**src/rtl/irq_arb_pkg.sv**
```systemverilog
package irq_arb_pkg;
  localparam int LVL_W = 3;
  typedef logic [LVL_W-1:0] lvl_t;
  typedef enum logic {UPD_RETURN = 1'b0, UPD_LOAD = 1'b1} upd_kind_e;
endpackage

```
**src/rtl/irq_delayed_reg.sv**
```systemverilog
// Register whose writes become visible after a programmable countdown.
// A force load takes effect at once and discards any waiting write.
module irq_delayed_reg #(
  parameter int W         = 3,
  parameter int SHORT_DLY = 2,
  parameter int LONG_DLY  = 3,
  localparam int CW       = $clog2(LONG_DLY + 1)
) (
  input  logic         clk,
  input  logic         rst_n,
  input  logic         wr_en,
  input  logic         wr_long,
  input  logic [W-1:0] wr_data,
  input  logic         force_en,
  input  logic [W-1:0] force_data,
  output logic [W-1:0] q
);
  logic [W-1:0]  q_r, q_n;
  logic [W-1:0]  pv_r, pv_n;
  logic [CW-1:0] pc_r, pc_n;

  always_comb begin
    q_n  = q_r;
    pv_n = pv_r;
    pc_n = pc_r;
    if (pc_r == CW'(1)) begin
      q_n  = pv_r;
      pc_n = '0;
    end else if (pc_r != '0) begin
      pc_n = pc_r - CW'(1);
    end
    if (wr_en) begin
      pv_n = wr_data;
      pc_n = wr_long ? CW'(LONG_DLY - 1) : CW'(SHORT_DLY - 1);
    end
    if (force_en) begin
      q_n  = force_data;
      pc_n = '0;
    end
  end

  always_ff @(posedge clk or negedge rst_n) begin
    if (!rst_n) begin
      q_r  <= '0;
      pv_r <= '0;
      pc_r <= '0;
    end else begin
      q_r  <= q_n;
      pv_r <= pv_n;
      pc_r <= pc_n;
    end
  end

  assign q = q_r;

  assert_force_load_R7: assert property (@(posedge clk) disable iff (!rst_n)
    force_en |=> (q == $past(force_data)));
  assert_delayed_apply_R8: assert property (@(posedge clk) disable iff (!rst_n)
    (pc_r == CW'(1) && !force_en) |=> (q == $past(pv_r)));
  assert_no_spurious_R11: assert property (@(posedge clk) disable iff (!rst_n)
    (pc_r == '0 && !force_en) |=> $stable(q));
endmodule

```
**src/rtl/irq_req_flags.sv**
```systemverilog
// Sticky request bits: set wins over both clear sources.
module irq_req_flags #(
  parameter int N = 8
) (
  input  logic         clk,
  input  logic         rst_n,
  input  logic [N-1:0] set_i,
  input  logic [N-1:0] clr_i,
  input  logic [N-1:0] ack_clr_i,
  output logic [N-1:0] pend_o
);
  logic [N-1:0] pend_r, pend_n;

  always_comb pend_n = (pend_r & ~(clr_i | ack_clr_i)) | set_i;

  always_ff @(posedge clk or negedge rst_n) begin
    if (!rst_n) pend_r <= '0;
    else        pend_r <= pend_n;
  end

  assign pend_o = pend_r;

  assert_set_wins_R5: assert property (@(posedge clk) disable iff (!rst_n)
    (|set_i) |=> ((pend_r & $past(set_i)) == $past(set_i)));
  assert_no_self_set_R5: assert property (@(posedge clk) disable iff (!rst_n)
    (|(~pend_r & ~set_i)) |=> ((pend_r & ~$past(pend_r) & ~$past(set_i)) == '0));
endmodule

```
**src/rtl/irq_winner_select.sv**
```systemverilog
// Highest level wins; strict compare while scanning upward keeps lowest index on ties.
module irq_winner_select
  import irq_arb_pkg::*;
#(
  parameter int N = 8,
  localparam int IDX_W = $clog2(N)
) (
  input  logic [N-1:0]       elig,
  input  lvl_t [N-1:0]       lvls,
  output logic               any,
  output logic [IDX_W-1:0]   idx,
  output lvl_t               lvl
);
  always_comb begin
    any = 1'b0;
    idx = '0;
    lvl = '0;
    for (int i = 0; i < N; i++) begin
      if (elig[i] && (lvls[i] > lvl)) begin
        any = 1'b1;
        idx = IDX_W'(i);
        lvl = lvls[i];
      end
    end
  end
endmodule

```
**src/rtl/irq_level_arbiter.sv**
```systemverilog
module irq_level_arbiter
  import irq_arb_pkg::*;
#(
  parameter int NUM_SRC   = 8,
  parameter int RET_DLY   = 2,
  parameter int LOAD_DLY  = 3,
  parameter int SRC_DLY   = 3,
  localparam int IDX_W    = $clog2(NUM_SRC)
) (
  input  logic               clk,
  input  logic               rst_n,
  input  logic [NUM_SRC-1:0] req_set,
  input  logic [NUM_SRC-1:0] req_clr,
  input  logic               lvl_wr_en,
  input  logic [IDX_W-1:0]   lvl_wr_idx,
  input  logic [LVL_W-1:0]   lvl_wr_data,
  input  logic               ipl_wr_en,
  input  logic               ipl_wr_kind,
  input  logic [LVL_W-1:0]   ipl_wr_data,
  input  logic               ien_wr_en,
  input  logic               ien_wr_data,
  input  logic               cpu_ready,
  output logic               ack,
  output logic [IDX_W-1:0]   ack_idx,
  output logic [LVL_W-1:0]   ack_lvl,
  output logic [LVL_W-1:0]   ipl_cur,
  output logic               ien_cur,
  output logic [NUM_SRC-1:0] req_pending
);
  lvl_t [NUM_SRC-1:0] src_lvl;
  lvl_t               ipl_q;
  logic [NUM_SRC-1:0] pend;
  logic [NUM_SRC-1:0] elig;
  logic [NUM_SRC-1:0] ack_clr;
  logic               win_any;
  logic [IDX_W-1:0]   win_idx;
  lvl_t               win_lvl;
  logic               take;

  logic               ien_r, ien_n;
  logic               ack_r, ack_n;
  logic [IDX_W-1:0]   aidx_r, aidx_n;
  lvl_t               alvl_r, alvl_n;

  // Threshold register: kind selects return (short) or load (long) latency.
  irq_delayed_reg #(.W(LVL_W), .SHORT_DLY(RET_DLY), .LONG_DLY(LOAD_DLY)) i_ipl (
    .clk(clk), .rst_n(rst_n),
    .wr_en(ipl_wr_en), .wr_long(ipl_wr_kind == UPD_LOAD), .wr_data(ipl_wr_data),
    .force_en(take), .force_data(win_lvl), .q(ipl_q)
  );

  generate
    for (genvar g = 0; g < NUM_SRC; g++) begin : g_src
      irq_delayed_reg #(.W(LVL_W), .SHORT_DLY(SRC_DLY), .LONG_DLY(SRC_DLY)) i_lvl (
        .clk(clk), .rst_n(rst_n),
        .wr_en(lvl_wr_en && (lvl_wr_idx == IDX_W'(g))), .wr_long(1'b1),
        .wr_data(lvl_wr_data), .force_en(1'b0), .force_data('0), .q(src_lvl[g])
      );
      assign elig[g]    = pend[g] & ien_r & (src_lvl[g] > ipl_q);
      assign ack_clr[g] = take & (win_idx == IDX_W'(g));
    end
  endgenerate

  irq_req_flags #(.N(NUM_SRC)) i_req (
    .clk(clk), .rst_n(rst_n), .set_i(req_set), .clr_i(req_clr),
    .ack_clr_i(ack_clr), .pend_o(pend)
  );

  irq_winner_select #(.N(NUM_SRC)) i_win (
    .elig(elig), .lvls(src_lvl), .any(win_any), .idx(win_idx), .lvl(win_lvl)
  );

  assign take = win_any & cpu_ready;

  always_comb begin
    ack_n  = take;
    aidx_n = take ? win_idx : aidx_r;
    alvl_n = take ? win_lvl : alvl_r;
    ien_n  = ien_r;
    if (ien_wr_en) ien_n = ien_wr_data;
    if (take)      ien_n = 1'b0;
  end

  always_ff @(posedge clk or negedge rst_n) begin
    if (!rst_n) begin
      ien_r  <= 1'b0;
      ack_r  <= 1'b0;
      aidx_r <= '0;
      alvl_r <= '0;
    end else begin
      ien_r  <= ien_n;
      ack_r  <= ack_n;
      aidx_r <= aidx_n;
      alvl_r <= alvl_n;
    end
  end

  assign ack         = ack_r;
  assign ack_idx     = aidx_r;
  assign ack_lvl     = alvl_r;
  assign ipl_cur     = ipl_q;
  assign ien_cur     = ien_r;
  assign req_pending = pend;

  assert_nonzero_level_R1: assert property (@(posedge clk) disable iff (!rst_n)
    ack |-> (ack_lvl != '0));
  assert_strict_above_R2: assert property (@(posedge clk) disable iff (!rst_n)
    ack |-> (ack_lvl > $past(ipl_q)) && $past(ien_r));
  assert_was_pending_R2: assert property (@(posedge clk) disable iff (!rst_n)
    ack |-> (($past(pend) & (NUM_SRC'(1) << ack_idx)) != '0));
  assert_top_blocks_R3: assert property (@(posedge clk) disable iff (!rst_n)
    (ipl_q == '1) |=> !ack);
  assert_needs_ready_R6: assert property (@(posedge clk) disable iff (!rst_n)
    ack |-> $past(cpu_ready));
  assert_single_pulse_R6: assert property (@(posedge clk) disable iff (!rst_n)
    ack |=> !ack);
  assert_ack_side_effects_R7: assert property (@(posedge clk) disable iff (!rst_n)
    ack |-> (ipl_q == ack_lvl) && !ien_r);
endmodule

```
**config.mk**
```make
export PLATFORM = sky130hd
export DESIGN_NAME = irq_level_arbiter
export DESIGN_NICKNAME = d
export VERILOG_FILES = /design/src/rtl/irq_arb_pkg.sv /design/src/rtl/irq_delayed_reg.sv /design/src/rtl/irq_req_flags.sv /design/src/rtl/irq_winner_select.sv /design/src/rtl/irq_level_arbiter.sv
export SDC_FILE = /design/constraint.sdc
export NUM_CORES = 1
export LEC_CHECK = 0
export BUFFER_PORTS_ARGS = -buffer_cell sky130_fd_sc_hd__clkbuf_2
export CORE_MARGIN = 2
export CORE_UTILIZATION = 60
export DETAILED_ROUTE_END_ITERATION = 10
export PLACE_DENSITY = 0.81
export SLEW_MARGIN = 5
export SYNTH_ARGS = -nofsm -noshare
export SYNTH_HDL_FRONTEND = slang
export SYNTH_SLANG_ARGS = --single-unit
export TNS_END_PERCENT = 100
```
**constraint.sdc**
```tcl
create_clock -name clk -period 10.9 [get_ports clk]
set_input_delay 0.545 -clock clk [delete_from_list [all_inputs] [get_ports clk]]
set_output_delay 0.545 -clock clk [all_outputs]
set_load 0.1 [all_outputs]
```
==> metrics.csv, run 1 <==
metric;value;unit
vias;4211;
synth.distinct_cells;67;
io_buffers;51;
syn_area;5280;um^2
fmax;0.0961;GHz
grt_max_degree;55;
path_clk_slew;100;ps
cpMostUsedCell;ha_1;
setup_viol;0;
grt_pass1_vias;4104;
dr.pass1.iters;4;
fin_worst_hold_slack;116;ps
stdcell_count;697;
yosysTopAreaCellShare;0.417;
die_h;97.8;um
wl_per_cell;17.0;um
critPathKind;reg -> reg;
dieArea;9560;um^2
syn-num-nets;602;
multi_input_area;2910;um^2
hold_viol_final;0;
async_flop_share;1.00;
crit_fanout;11;
final_layout_size_suffix_gt1_frac;0.285;
crit_path_end_kind;flop;
ant_nets;0;
critPathArrivalTime;10670;ps
gp_congestion;0.979;
grt_pass1_wl;19.5;mm
nets;675;
top_layer_used;met4;
dp.cells;673;
ys_seq_area_frac;0.417;
ys_ff_latch;88;
fin_area;6020;um^2
status;completed;
numCtsBuffers;9;
clock_sinks;88;
h-tree-depth;3;
clk_path_buf_depth;2;
yosys_warnings;0;
n_fill_cell;636;
antenna_found_initial;0;
critPathSlowestCell;o41a_4;
n_antenna_cell;0;
clock_latency;370;ps
fin_worst_skew;10.7;ps
cts_root_buf;clkbuf_8;
overflow;0;
tightestPinTransition;761;ps
routed_wl;11.8;mm
register_area;2200;um^2
dpl_cell_area;5690;um^2
design.core.area;8640;um^2
grt_util_all_layers;0.253;
cts_tree;built;
postSynthAreaPerCell;10.3;um^2
avgViaCountPerCell;6.04;
yosysTopAreaCell;dfrtp_1;
synth_area_leaders;dfrtp_1, ha_1, mux2_2;
hold_path_class;in -> async;
cp-start-kind;flop;
fin_crit_sh;0.955;
rows;34;
pin_count;52;
layout_min_cycle_time;10410;ps
maxSlewHeadroom;0.486;
slowest_delay;520;ps
final_max_slew_viol_count;0;
synthFlopType;dfrtp_1;
wl_met1;5.24;mm
synthToLayoutAreaGrowth;14.1;%
drv_cap;0;
syn_inst;511;
initial_core_util;0.611;
wl_met2;5.56;mm
wl_met3;687;um
post-dp-hpwl;8.82;mm
initialDrtViolationCount;219;
synth_edf_count;0;
required;11160;ps
drc_errors;0;
die_x;97.8;um
worst paths after layout:
check	from	end	slack, ps	cells after the start
hold reg to reg	g_src[6].i_lvl.pv_r[1]$_DFFE_PN0P_	g_src[6].i_lvl.pv_r[1]$_DFFE_PN0P_	480	2
hold / removal	rst_n	g_src[7].i_lvl.pc_r[0]$_DFFE_PN0P_	120	1
setup / recovery	i_ipl.q[2]$_DFFE_PN0P_	ack_lvl[1]$_DFFE_PN0P_	490	51
max in group asynchronous	rst_n	g_src[5].i_lvl.q[1]$_DFFE_PN0P_	9760	2
setup reg to reg	i_ipl.q[2]$_DFFE_PN0P_	ack_lvl[1]$_DFFE_PN0P_	490	51
min in group clk	req_set[5]	i_req.pend_o[5]$_DFF_PN0_	360	2
cells by family (layout without fill, tap and decap cells):
logic type / count (synthesis) / count (layout) / share of synthesized area
compound gates: 111 / 111 / 0.151
buf+inv: 54 / 132 / 0.0420
fa+ha+maj: 59 / 59 / 0.140
mux: 49 / 49 / 0.103
xor+xnor: 1 / 1 / 0.00166
flops: 88 / 88 / 0.417
simple gates: 149 / 149 / 0.145
per-stage QoR:
stage / setup TNS, ps / worst slack [ps] / util
5_1_grt: -625 / -84.4 / 0.697
6_report: 0 / 492 / 0.697
4_1_cts: 0 / 81.9 / 0.684
3_5_place_dp: 0 / 27.0 / 0.659
3_3_place_gp: 0 / 418 / 0.659
2_1_floorplan: 0 / 245 / -
critical path, delay by kind of cell (launching register included):
kind,cells,cell delay [ps]
buffers and inverters,5,540
multiplexers,3,1040
AND/OR/NAND/NOR,15,2470
adder cells (fa/ha/maj),9,2090
AO/OA/AOI/OAI,19,3770
flip-flops,1,380
sequential cells by signal, summed over array words and instances (netlist names):
name and flops:
ack 1, ack_idx 3, ack_lvl 3, g_src.i_lvl.pc_r 16
g_src.i_lvl.pv_r 24, g_src.i_lvl.q 24, i_ipl.pc_r 2, i_ipl.pv_r 3
i_ipl.q 3, i_req.pend_o 8, ien_cur 1
layout by cell type (no fill, tap or decap), drive strengths merged, types with 3 or more instances in the layout:
master,instances
and2,3
ha,58
a31o,7
mux2,44
buf,16
nor3,12
and3,5
a31oi,5
inv,55
o2111ai,5
or2,6
nor2b,7
o211ai,3
a21oi,30
nand2,51
o21ai,24
nand2b,3
nand3b,6
nand3,24
a21o,5
o21a,3
a211oi,5
mux2i,5
nor2,20
dfrtp,88
clkbuf,59
repair_timing:
action	in CTS	in global routing
hold buffers	0	0
setup buffers	0	8
gates cloned	0	0
pin swaps	0	8
gates resized for setup	1	16
endpoints found under the setup margin	1	21
synthesized netlist by cell type, types with 3 or more instances:
cell type	number
dfrtp_1	88
ha_1	58
inv_1	50
nand2_1	50
mux2_2	43
a21oi_1	30
nand3_1	23
o21ai_0	22
nor2_1	19
nor3_1	11
a31o_2	7
nor2b_1	7
nand3b_1	6
or2_2	6
a211oi_1	5
a21o_1	5
and3_1	5
mux2i_1	5
a31oi_1	4
o2111ai_1	4
and2_1	3
nand2b_1	3
o211ai_1	3
o21a_1	3
layer usage:
metal	vias up	global-route usage
met5	-	0
met1	2028	0.339
met2	158	0.414
met4	0	0.0897
li1	1989	-
met3	36	0.0515
cell type report:
class | count | share of cell area
Clock buffer | 9 | 0.0206
Clock inverter | 7 | 0.0139
Inverter | 50 | 0.0312
Multi-Input combinational cell | 369 | 0.484
Sequential cell | 88 | 0.366
Tap cell | 108 | 0.0224
Timing Repair Buffer | 66 | 0.0615
Power of run 1 is left out: the tool's default activity adds up to more than one toggle a clock period on the data nets, which glitch-free logic cannot reach.
==> run 2: changes to the inputs <==
--- a/config.mk
+++ b/config.mk
@@ -6,10 +6,11 @@
 export NUM_CORES = 1
 export LEC_CHECK = 0
 export BUFFER_PORTS_ARGS = -buffer_cell sky130_fd_sc_hd__clkbuf_2
-export CORE_MARGIN = 2
+export CORE_ASPECT_RATIO = 0.75
 export CORE_UTILIZATION = 60
 export DETAILED_ROUTE_END_ITERATION = 10
 export PLACE_DENSITY = 0.81
+export SKIP_CTS_REPAIR_TIMING = 1
 export SLEW_MARGIN = 5
 export SYNTH_ARGS = -nofsm -noshare
 export SYNTH_HDL_FRONTEND = slang
==> metrics.csv, run 2 (synthesized netlist as in run 1, its figures left out) <==
metric;value;unit;change
drv_cap;0;;unchanged
grt_util_all_layers;0.280;;was 0.253
cts_root_buf;clkbuf_16;;was clkbuf_8
clk_path_buf_depth;2;;unchanged
dr.pass1.iters;5;;was 4
path_clk_slew;60;ps;was 100 ps
finalWorstSetupSlack;544;ps;was 492 ps
preCtsSetupSlack;53.5;ps;was 27.0 ps
r2r_cells;49;;was 51
clock_sinks;88;;unchanged
cts_tree;built;;unchanged
use_met3;0.0549;;was 0.0515
met1_usage;0.389;;was 0.339
required;11110;ps;was 11160 ps
critPathArrivalTime;10570;ps;was 10670 ps
cp-start-kind;flop;;unchanged
slowest_delay;370;ps;was 520 ps
final_cell_mix;dfrtp_1, ha_1, clkbuf_2, inv_1, nand2_1;;unchanged
avgViaCountPerCell;6.04;;about the same
vias;4183;;was 4211
critPathSlowestCell;dfrtp_2;;was o41a_4
die_h;83.2;um;was 97.8 um
initialDrtViolationCount;246;;was 219
grt_max_degree;81;;was 55
io_buffers;51;;unchanged
final_common_cell;dfrtp_1;;unchanged
fin_crit_sh;0.950;;was 0.955
r2r-end;ack_lvl[0]$_DFFE_PN0P_;;was ack_lvl[1]$_DFFE_PN0P_
grt_pass1_wl;19.7;mm;was 19.5 mm
fin_worst_skew;5.83;ps;was 10.7 ps
overflow;0;;unchanged
initial_core_util;0.622;;was 0.611
fmax;0.0966;GHz;was 0.0961 GHz
post-dp-hpwl;8.85;mm;was 8.82 mm
nets;670;;was 675
maxSlewHeadroom;0.337;;was 0.486
gp_congestion;0.886;;was 0.979
pin_count;52;;unchanged
final_layout_size_suffix_gt1_frac;0.276;;was 0.285
ant_nets;0;;unchanged
h-tree-depth;3;;unchanged
final_max_slew_viol_count;0;;unchanged
dpl_cell_area;5690;um^2;unchanged
setup_viol;0;;unchanged
met2_usage;0.444;;was 0.414
routed_wl;12.1;mm;was 11.8 mm
design.core.area;8490;um^2;was 8640 um^2
synthToLayoutAreaGrowth;15.8;%;was 14.1%
r2r_start;i_ipl.q[2]$_DFFE_PN0P_;;unchanged
cpMostUsedCell;ha_1;;unchanged
drc_errors;0;;unchanged
critPathKind;reg -> reg;;unchanged
status;completed;;unchanged
fin_area;6110;um^2;was 6020 um^2
antenna_found_initial;0;;unchanged
numCtsBuffers;9;;unchanged
dieArea;9180;um^2;was 9560 um^2
grt_pass1_vias;4072;;was 4104
crit_path_end_kind;flop;;unchanged
busiest_layer;met2;;unchanged
rows;29;;was 34
layout_min_cycle_time;10360;ps;was 10410 ps
hold_path_class;in -> async;;unchanged
n_antenna_cell;0;;unchanged
r2r_slack;540;ps;was 490 ps
clock_latency;350;ps;was 370 ps
die_x;110;um;was 97.8 um
crit_fanout;9;;was 11
tightestPinTransition;995;ps;was 761 ps
wl_per_cell;17.5;um;was 17.0 um
hold_viol_final;0;;unchanged
run 2: cell types whose count changed in the layout (fill, tap and decap cells not counted), moves of 2 or more:
cell | before | now
clkbuf_8 | 9 | 1
clkbuf_16 | 0 | 9
buf_4 | 16 | 10
inv_6 | 4 | 2
run 2: metal layers:
metal | share of wire | up-vias
li1 | - | 1983
met1 | 0.46 | 2035
met2 | 0.46 | 141
met3 | 0.069 | 24
met4 | 0.017 | 0
met5 | 0 | -
run 2: final cells by class:
type | count | area (um^2)
Fill cell | 621 | 2380
Sequential cell | 88 | 2200
Clock buffer | 10 | 239
Timing Repair Buffer | 60 | 325
Clock inverter | 6 | 97.6
Tap cell | 108 | 135
Multi-Input combinational cell | 370 | 2920
Inverter | 50 | 188
run 2: stage by stage:
step	utilization	instances	setup TNS, ps	hold WS [ps]
2_1_floorplan	-	511	0	249
3_3_place_gp	0.670	673	0	375
3_5_place_dp	0.670	673	0	374
4_1_cts	0.710	689	-10.4	4.85
5_1_grt	0.720	692	-84.1	6.97
6_report	0.720	692	0	6.61
run 2: critical path: cells and delay by family, from the launching register on:
| kind | cells | cell delay, ps |
|---|---|---|
| compound gates | 18 | 3580 |
| simple gates | 17 | 3080 |
| fa+ha+maj | 9 | 2260 |
| mux | 2 | 700 |
| flops | 1 | 370 |
| buf+inv | 3 | 240 |
run 2: worst max path at each step:
| stage | startpoint | end | slack (ps) | cells past startpoint |
|---|---|---|---|---|
| after global placement | i_ipl.q[2]$_DFFE_PN0P_ | i_req.pend_o[2]$_DFF_PN0_ | 410 | 50 |
| final | i_ipl.q[2]$_DFFE_PN0P_ | ack_lvl[0]$_DFFE_PN0P_ | 540 | 49 |
| after global routing | i_ipl.q[2]$_DFFE_PN0P_ | ack_lvl[1]$_DFFE_PN0P_ | -30 | 50 |
| after floorplan | i_ipl.q[2]$_DFFE_PN0P_ | ack_lvl[1]$_DFFE_PN0P_ | 250 | 49 |
| after detailed placement | i_ipl.q[2]$_DFFE_PN0P_ | ack_lvl[0]$_DFFE_PN0P_ | 50 | 49 |
| after CTS | i_ipl.q[2]$_DFFE_PN0P_ | ack_lvl[0]$_DFFE_PN0P_ | -10 | 49 |
Power of run 2 is left out for the same reason.
==> run 3: changes to the inputs <==
--- a/config.mk
+++ b/config.mk
@@ -5,6 +5,7 @@
 export SDC_FILE = /design/constraint.sdc
 export NUM_CORES = 1
 export LEC_CHECK = 0
+export ABC_AREA = 1
 export BUFFER_PORTS_ARGS = -buffer_cell sky130_fd_sc_hd__clkbuf_2
 export CORE_ASPECT_RATIO = 0.75
 export CORE_UTILIZATION = 60
==> metrics.csv, run 3 <==
metric;value;unit;change
status;completed;;unchanged
fin_worst_skew;5.36;ps;was 5.83 ps
n_antenna_cell;0;;unchanged
layout_min_cycle_time;9930;ps;was 10360 ps
p_sw_frac;0.487;;
drc_errors;0;;unchanged
grt_max_degree;65;;was 81
finalSetupTns;0;ps;unchanged
clock_sinks;88;;unchanged
maxSlewHeadroom;0.466;;was 0.337
critPathArrivalTime;10160;ps;was 10570 ps
dp.cells;792;;was 673
initialDrtViolationCount;201;;was 246
synth.distinct_cells;35;;was 67
cpMostUsedCell;nand2_1;;was ha_1
stdcell_count;818;;was 692
synthTopCellsByCount;nand2_1, dfrtp_1, inv_1, o21ai_0, ha_1;;was dfrtp_1, ha_1, inv_1, nand2_1, mux2_2
slowest_delay;660;ps;was 370 ps
pin_count;52;;unchanged
yosysTopAreaCellShare;0.418;;was 0.417
synthFlopType;dfrtp_1;;unchanged
die_h;83.2;um;about the same
p_switching;0.905;mW;
ys_seq_area_frac;0.418;;was 0.417
die_x;110;um;about the same
post-dp-hpwl;9.03;mm;was 8.85 mm
synth_edf_count;0;;unchanged
crit_family;simple AND/OR/NAND/NOR gates;;was compound AO/OA/AOI/OAI gates
tightestPinTransition;801;ps;was 995 ps
initial_core_util;0.621;;was 0.622
wl_per_cell;14.5;um;was 17.5 um
crit_path_end_kind;flop;;unchanged
path_buf_inv;11;;was 3
final_max_slew_viol_count;0;;unchanged
gp_congestion;0.875;;was 0.886
clock_power_share;0.157;;
setup_viol;0;;unchanged
dr.pass1.iters;5;;unchanged
routed_wl;11.9;mm;was 12.1 mm
rows;29;;unchanged
leakagePower;3.22;nW;
r2r_slack;970;ps;was 540 ps
path_clk_slew;60;ps;about the same
dieArea;9160;um^2;was 9180 um^2
nets;796;;was 670
syn-num-nets;724;;was 602
numCtsBuffers;9;;unchanged
power;1.86;mW;
vias;4501;;was 4183
grt_util_all_layers;0.279;;was 0.280
crit_fanout;10;;was 9
final_common_cell;nand2_1;;was dfrtp_1
async_flop_share;1.00;;unchanged
p_seq_frac;0.284;;
fin_worst_hold_slack;90.0;ps;was 6.61 ps
yosys_warnings;0;;unchanged
design.core.area;8490;um^2;unchanged
grt_pass1_wl;19.7;mm;about the same
peakVddDrop;0.291;mV;
final_cell_mix;nand2_1, dfrtp_1, inv_1, o21ai_0, ha_1;;was dfrtp_1, ha_1, clkbuf_2, inv_1, nand2_1
yosysMostFrequentCell;nand2_1;;was dfrtp_1
postSynthAreaPerCell;8.32;um^2;was 10.3 um^2
cp-start-kind;flop;;unchanged
yosysTopAreaCell;dfrtp_1;;unchanged
synthToLayoutAreaGrowth;14.3;%;was 15.8%
fmax;0.101;GHz;was 0.0966 GHz
overflow;0;;unchanged
power_per_cell_area;308;nW/um^2;
syn_area;5270;um^2;was 5280 um^2
clk_path_buf_depth;2;;unchanged
grt_pass1_vias;4227;;was 4072
ant_nets;0;;unchanged
critPathKind;reg -> reg;;unchanged
fin_crit_sh;0.911;;was 0.950
io_buffers;51;;unchanged
hold_viol_final;0;;unchanged
rsz0062_at_grt;no;;
antenna_found_initial;0;;unchanged
syn_inst;633;;was 511
p_int;0.952;mW;
clock_latency;350;ps;about the same
drv_cap;0;;unchanged
h-tree-depth;3;;unchanged
avgViaCountPerCell;5.50;;was 6.04
final_layout_size_suffix_gt1_frac;0.170;;was 0.276
p_comb_frac;0.559;;
required;11140;ps;was 11110 ps
synth_area_leaders;dfrtp_1, ha_1, nand2_1;;was dfrtp_1, ha_1, mux2_2
ys_ff_latch;88;;unchanged
cts_tree;built;;unchanged
critPathSlowestCell;dfrtp_1;;was dfrtp_2
cts_root_buf;clkbuf_16;;unchanged
hold_path_class;in -> async;;unchanged
## run 3: final timing paths
path,cells after the start,start,endpoint
worst max-delay path,64,i_ipl.q[0]$_DFFE_PN0P_,i_req.pend_o[5]$_DFF_PN0_
worst max register to register,64,i_ipl.q[0]$_DFFE_PN0P_,i_req.pend_o[5]$_DFF_PN0_
max in group asynchronous,2,rst_n,g_src[7].i_lvl.q[0]$_DFFE_PN0P_
min in group clk,2,req_set[5],i_req.pend_o[5]$_DFF_PN0_
worst min-delay path,1,rst_n,i_req.pend_o[2]$_DFF_PN0_
worst min register to register,2,i_ipl.pv_r[1]$_DFFE_PN0P_,i_ipl.pv_r[1]$_DFFE_PN0P_
## run 3: area by class of cell
cell class              instances  area (um^2)
repair buffers                 62          340
inverters                      93          357
flip-flops and latches         88         2200
well taps                     108          135
fillers                       664         2470
clock inverters                 5         38.8
clock buffers                  11          243
multi-input cells             451         2710
## run 3: per-layer routing
layer / GRT usage / share of wire / up-vias
met5: 0 / 0 / -
met4: 0.0825 / 0.015 / 0
met3: 0.0565 / 0.053 / 18
met2: 0.434 / 0.45 / 120
met1: 0.395 / 0.49 / 2127
li1: - / - / 2236
## run 3: stage by stage
stage          utilization  worst slack [ps]  area, um^2
2_1_floorplan            -              1380        5270
3_3_place_gp         0.666              1480        5660
3_5_place_dp         0.666               950        5660
4_1_cts              0.700               850        5940
5_1_grt              0.709              41.9        6020
6_report             0.709               974        6020
## run 3: logic make-up after synthesis
group,count (synthesis),share of synthesized area
buffers and inverters,94,0.0684
adders and majority gates,58,0.138
AOI/OAI and AO/OA,119,0.125
muxes,2,0.00427
and+or+nand+nor,272,0.246
DFF,88,0.418
## run 3: power groups by stage
stage	registers, mW	logic (mW)	clock network, mW
4_1_cts	0.523	1.01	0.295
3_3_place_gp	0.520	0.936	0
2_1_floorplan	0.629	0.673	0
5_1_grt	0.540	1.17	0.309
6_report	0.527	1.04	0.292
3_5_place_dp	0.528	0.998	0
## run 3: worst register-to-register path: cells and delay by family (launching register included)
kind	cells	cell delay [ps]
flops	1	660
compound gates	11	2060
fa+ha+maj	8	2400
buf+inv	11	810
simple gates	34	3880
Power figures use the tool's default switching activity.
